--- src/rtl/shp_pkg.sv ---
package shp_pkg;

    localparam int BYTE_W     = 8;
    localparam int BODY_BYTES = 5;          // checksum, sector, track, id a, id b
    localparam int SLOTS      = BODY_BYTES - 1;

    typedef logic [BYTE_W-1:0] byte_t;

    localparam byte_t LEAD_HEADER = 8'h08;
    localparam byte_t LEAD_DATA   = 8'h07;

    typedef enum logic [1:0] {
        PS_IDLE,
        PS_LEAD,
        PS_BODY
    } parse_st_e;

    typedef enum logic [1:0] {
        LK_HEADER,
        LK_DATA,
        LK_OTHER
    } lead_kind_e;

    typedef struct packed {
        byte_t sum;
        byte_t sector;
        byte_t track;
        byte_t id_a;
    } body_t;

    function automatic byte_t fold_xor(input byte_t a, input byte_t b,
                                       input byte_t c, input byte_t d);
        return a ^ b ^ c ^ d;
    endfunction

endpackage

--- src/rtl/shp_lead_decode.sv ---
module shp_lead_decode
    import shp_pkg::*;
(
    input  byte_t      lead_i,
    output lead_kind_e kind_o
);
    always_comb begin
        if (lead_i == LEAD_HEADER)
            kind_o = LK_HEADER;
        else if (lead_i == LEAD_DATA)
            kind_o = LK_DATA;
        else
            kind_o = LK_OTHER;
    end
endmodule

--- src/rtl/shp_field_capture.sv ---
module shp_field_capture
    import shp_pkg::*;
#(
    parameter int NSLOT = 4,
    parameter int IDX_W = 3
) (
    input  logic                  clk,
    input  logic                  rst,
    input  logic                  wr_en_i,
    input  logic [IDX_W-1:0]      idx_i,
    input  byte_t                 dat_i,
    output logic [NSLOT-1:0][BYTE_W-1:0] slot_o
);
    for (genvar g = 0; g < NSLOT; g++) begin : g_slot
        always_ff @(posedge clk) begin
            if (rst)
                slot_o[g] <= '0;
            else if (wr_en_i && (idx_i == IDX_W'(g)))
                slot_o[g] <= dat_i;
        end
    end
endmodule

--- src/rtl/shp_header_judge.sv ---
module shp_header_judge
    import shp_pkg::*;
#(
    parameter int SECTORS_PER_TRACK = 21
) (
    input  body_t body_i,
    input  byte_t id_b_i,
    output logic  pass_o
);
    logic sum_match;
    logic sector_legal;

    always_comb begin
        sum_match    = (body_i.sum == fold_xor(body_i.sector, body_i.track,
                                               body_i.id_a, id_b_i));
        sector_legal = (body_i.sector < byte_t'(SECTORS_PER_TRACK));
        pass_o       = sum_match && sector_legal;
    end
endmodule

--- src/rtl/sector_header_parser.sv ---
module sector_header_parser
    import shp_pkg::*;
#(
    parameter int SECTORS_PER_TRACK = 21
) (
    input  logic       clk,
    input  logic       rst,
    input  logic       sync_i,
    input  logic       byte_vld_i,
    input  logic [7:0] byte_i,
    output logic [7:0] track_o,
    output logic [7:0] sector_o,
    output logic [7:0] id_a_o,
    output logic [7:0] id_b_o,
    output logic       hdr_ok_o,
    output logic       hdr_bad_o
);
    localparam int IDX_W = $clog2(BODY_BYTES);
    localparam logic [IDX_W-1:0] LAST_IDX = IDX_W'(BODY_BYTES - 1);

    parse_st_e        state_q;
    logic [IDX_W-1:0] idx_q;
    lead_kind_e       lead_kind;
    logic             take, slot_wr, last_byte, pass;
    logic [SLOTS-1:0][BYTE_W-1:0] slots;
    body_t            body;

    shp_lead_decode u_lead (
        .lead_i (byte_i),
        .kind_o (lead_kind)
    );

    always_comb begin
        take      = (state_q == PS_BODY) && byte_vld_i && !sync_i;
        last_byte = take && (idx_q == LAST_IDX);
        slot_wr   = take && (idx_q != LAST_IDX);
        body.sum    = slots[0];
        body.sector = slots[1];
        body.track  = slots[2];
        body.id_a   = slots[3];
    end

    shp_field_capture #(.NSLOT(SLOTS), .IDX_W(IDX_W)) u_cap (
        .clk     (clk),
        .rst     (rst),
        .wr_en_i (slot_wr),
        .idx_i   (idx_q),
        .dat_i   (byte_i),
        .slot_o  (slots)
    );

    shp_header_judge #(.SECTORS_PER_TRACK(SECTORS_PER_TRACK)) u_judge (
        .body_i (body),
        .id_b_i (byte_i),
        .pass_o (pass)
    );

    always_ff @(posedge clk) begin
        if (rst) begin
            state_q <= PS_IDLE;
            idx_q   <= '0;
        end else if (sync_i) begin
            state_q <= PS_LEAD;
            idx_q   <= '0;
        end else if (byte_vld_i) begin
            case (state_q)
                PS_LEAD: begin
                    state_q <= (lead_kind == LK_HEADER) ? PS_BODY : PS_IDLE;
                    idx_q   <= '0;
                end
                PS_BODY: begin
                    if (idx_q == LAST_IDX)
                        state_q <= PS_IDLE;
                    else
                        idx_q <= idx_q + 1'b1;
                end
                default: state_q <= PS_IDLE;
            endcase
        end
    end

    always_ff @(posedge clk) begin
        if (rst) begin
            track_o   <= '0;
            sector_o  <= '0;
            id_a_o    <= '0;
            id_b_o    <= '0;
            hdr_ok_o  <= 1'b0;
            hdr_bad_o <= 1'b0;
        end else begin
            hdr_ok_o  <= last_byte && pass;
            hdr_bad_o <= last_byte && !pass;
            if (last_byte && pass) begin
                track_o  <= body.track;
                sector_o <= body.sector;
                id_a_o   <= body.id_a;
                id_b_o   <= byte_i;
            end
        end
    end

endmodule

--- config.mk ---
export PLATFORM = sky130hd
export DESIGN_NAME = sector_header_parser
export DESIGN_NICKNAME = d
export VERILOG_FILES = /design/src/rtl/shp_pkg.sv /design/src/rtl/shp_lead_decode.sv /design/src/rtl/shp_field_capture.sv /design/src/rtl/shp_header_judge.sv /design/src/rtl/sector_header_parser.sv
export SDC_FILE = /design/constraint.sdc
export NUM_CORES = 1
export LEC_CHECK = 0
export ABC_CLOCK_PERIOD_IN_PS = 2600
export BUFFER_PORTS_ARGS = -buffer_cell sky130_fd_sc_hd__buf_2
export CAP_MARGIN = 10
export CORE_ASPECT_RATIO = 0.75
export CORE_UTILIZATION = 56
export DETAILED_ROUTE_END_ITERATION = 12
export HOLD_SLACK_MARGIN = 0.1
export PLACE_DENSITY = 0.77
export SKIP_LAST_GASP = 1
export SLEW_MARGIN = 20
export SYNTH_ARGS = -nofsm -noshare
export SYNTH_HDL_FRONTEND = slang
export SYNTH_SLANG_ARGS = --single-unit
export TNS_END_PERCENT = 50
--- constraint.sdc ---
create_clock -name clk -period 2.6 [get_ports clk]
set_clock_uncertainty 0.15 [all_clocks]
set_input_delay 0.13 -clock clk [delete_from_list [all_inputs] [get_ports clk]]
set_output_delay 0.13 -clock clk [all_outputs]
set_load 0.02 [all_outputs]
==> metrics.cfg <==
[run_status]
status = completed

[hold_path]
hold_class = flip-flop to flip-flop
hold_start = u_cap.slot_o[3]
holdPathStages = 2
holdPathEnd = u_cap.slot_o[3]

[timing]
fin_ws_ps = 63.5
fin_crit_ps = 2540
rsz0062_at_grt = no
finalSetupViolCount = 0
finalCritPeriodShare_pct = 97.6
max_slew_margin_pct = 62.6
drv_slew = 0
fin_setup_tns_ps = 0
hold_viol = 0
worst_pin_slew_ps = 561
max_freq_ghz = 0.394

[final_layout]
fillers = 418
drive_gt1_share_pct = 18.8
diodes = 0
stdcell_count = 453
fin_area_sq_mm = 0.00371
final_common_cell = dfxtp_1
areaGrowthSynthToFinish_pct = 18.9
final_cell_mix = dfxtp_1 (71), buf_2 (45), nor2_1 (39), mux2i_1 (37), nand2_1 (30)
fin_nets = 391

[yosys]
ys_seq_area_share_pct = 45.5
synth_cell_type_count = 35
synth-warning-count = 0
synth-edff-count = 0
yosys.area.top_type = dfxtp_1
synthArstFlopShare_pct = 0
synth_top_family_by_area = simple AND/OR/NAND/NOR gates
synthMuxAreaShare_pct = 12.2
synth_top_area_share_pct = 45.5
synth.avg_cell_area_sq_um = 9.54
synth_area_leaders = dfxtp_1 (46%), mux2i_1 (12%), xnor3_1 (5.1%)
yosys.area_share.simple_pct = 18.1
netlist_instances = 327
syn_area_sq_mm = 0.00312
synthXorXnorAreaFrac_pct = 9.82
synth-compound-area-share_pct = 7.18
synthAdderAreaFrac_pct = 2.00
synth-seq-cells = 71
synth_ff_type = dfxtp_1
synth_nets = 344

[drt]
drt_first_iter_violations = 179
drt-vias-per-instance = 5.50
antenna_left = 0
avgRoutedWirePerCell_um = 15.4
first_pass_iters = 5
wl_mm = 7.00
vias = 2490
drc = 0

[clock_network]
cts.sinks = 71
root_buffer = clkbuf_8
cts_tree = done
cts_made_buffers = 9
clk_latency_ps = 350
cts.path.max_buffers = 2
htree_num_levels = 3
clk_pin_slew_worst_paths_ps = 70

[setup_path]
r2r-end = sector_o[0]
regToRegSetupSlack_ps = 190
startpoint_type = input pin
cp_cell_sequence = dlygate4sd3_1 > buf_2 > xnor3_1 > xnor2_1 > nor4_4 > nand4_4 > buf_4 > mux2i_1 > nor2_1
r2r_cells = 7
critPathRequiredTime_ps = 2660
critPathBufInv = 3
worstSetupPathType = input pin to flip-flop
cpMaxStageDelayCell = dlygate4sd3_1
path_max_fanout = 32
cp-end-kind = flip-flop
critPathTopFamily = buffers and inverters
timing.rr.start = u_cap.slot_o[22]
cp_slowest_stage_delay_ps = 530
cp.arrival_ps = 2600
cp-startpoint = byte_i[6]

[power]
pwr-share-clk_pct = 46.7
internal_power_mw = 1.76
power_frac_comb_pct = 4.4
cellLeakagePower_nw = 1.75
power.switching_uw = 469
pwr-share-seq_pct = 48.9
power_mw = 2.23
netSwitchingFraction_pct = 21.0
peakVddDrop_uv = 448
power_density_mw_per_mm2 = 601

[global_routing]
grt_pass1_vias = 2199
grt_util_all_layers_pct = 25.4
antenna_found_initial = 0
grt_max_degree = 55
grt-ovfl-total = 0
grt_pass1_wl_mm = 10.9

[die]
rows = 23
die_h_um = 66.6
ios = 46
core_sq_mm = 0.00535
start_util_pct = 58.3
dieArea_sq_mm = 0.00588
die_x_um = 88.2

[placement]
gp_congestion = 0.796
place_area_sq_mm = 0.00335
dp_worst_setup_slack_ps = 238
portBuffers = 45
dp.cells = 426
hpwlAfterDp_mm = 4.45

[flow_run]
maxCapViolations = 0

registers in the layout, summed over array words and instances, names as in the netlist:
register and cells:
id_b_o 8, idx_q 3, hdr_bad_o 1, sector_o 8, id_a_o 8, track_o 8, u_cap.slot_o 32, state_q 2
hdr_ok_o 1
power groups by stage:
stage,sequential [mW],combinational [mW],clock (mW)
after global routing,1.09,0.104,1.11
after floorplan,1.11,0.0611,0
final,1.09,0.0978,1.04
after global placement,1.12,0.0819,0
after detailed placement,1.12,0.0826,0
after CTS,1.09,0.0959,1.06
worst reg2reg max path, cell delays in order (launching register included):
cell and delay, ps:
dfxtp_1 350, xnor3_1 440, xnor2_1 330, nor4_4 100, nand4_4 110, buf_4 430, mux2i_1 300, nor2_1 70
synthesized netlist by cell type, types with 2 or more instances:
library cell	instances
xnor3_1	7
dfxtp_1	71
a21oi_1	28
mux2i_1	37
buf_2	10
clkbuf_1	15
nand3_1	24
xnor2_1	9
inv_1	5
nand2_1	30
o21ai_0	4
o21a_1	2
nor2_1	39
and3b_1	3
ha_1	5
xor2_1	8
buf_6	3
nor3_1	8
a22oi_1	3
cells by family (layout without fill, tap and decap cells):
| logic type | after synthesis | in the layout |
|---|---|---|
| flops | 71 | 71 |
| simple gates | 116 | 116 |
| xor+xnor | 24 | 24 |
| buf+inv | 33 | 84 |
| compound gates | 40 | 40 |
| mux | 38 | 38 |
| fa+ha+maj | 5 | 5 |
worst max path at each step:
stage	end	slack, ps	cells after the start
3_3_place_gp	sector_o[2]	280	7
5_1_grt	id_b_o[6]	10	9
6_report	sector_o[0]	60	9
4_1_cts	sector_o[0]	80	9
3_5_place_dp	track_o[3]	240	7
2_1_floorplan	id_a_o[0]	560	7
cell type report:
class	instances	area (sq um)	area share, %
multi-input cells	223	1550	41.7
clock buffers	9	124	3.34
inverters	5	18.8	0.506
well taps	75	93.8	2.53
clock inverters	6	109	2.93
flip-flops and latches	71	1420	38.3
repair buffers	64	398	10.7
routing by layer:
metal | track usage, % | wire [um]
met4 | 12.5 | 134
met1 | 32.7 | 3130
met2 | 39.1 | 3280
met5 | 0 | 0
met3 | 6.82 | 454
timing repair:
| action | in CTS | in global routing |
|---|---|---|
| gates resized for setup | 0 | 1 |
| hold buffers | 12 | 0 |
| endpoints found under the setup margin | 0 | 5 |
| hold endpoints to repair | 53 | 0 |
| buffers inserted | 0 | 0 |
stage by stage:
step	utilization, %	hold WS, ps
floorplan	-	56.8
global placement	62.6	247
detailed placement	62.6	247
CTS	69.2	319
global route	69.3	339
finish	69.3	318
(Power assumes the default switching activity.)
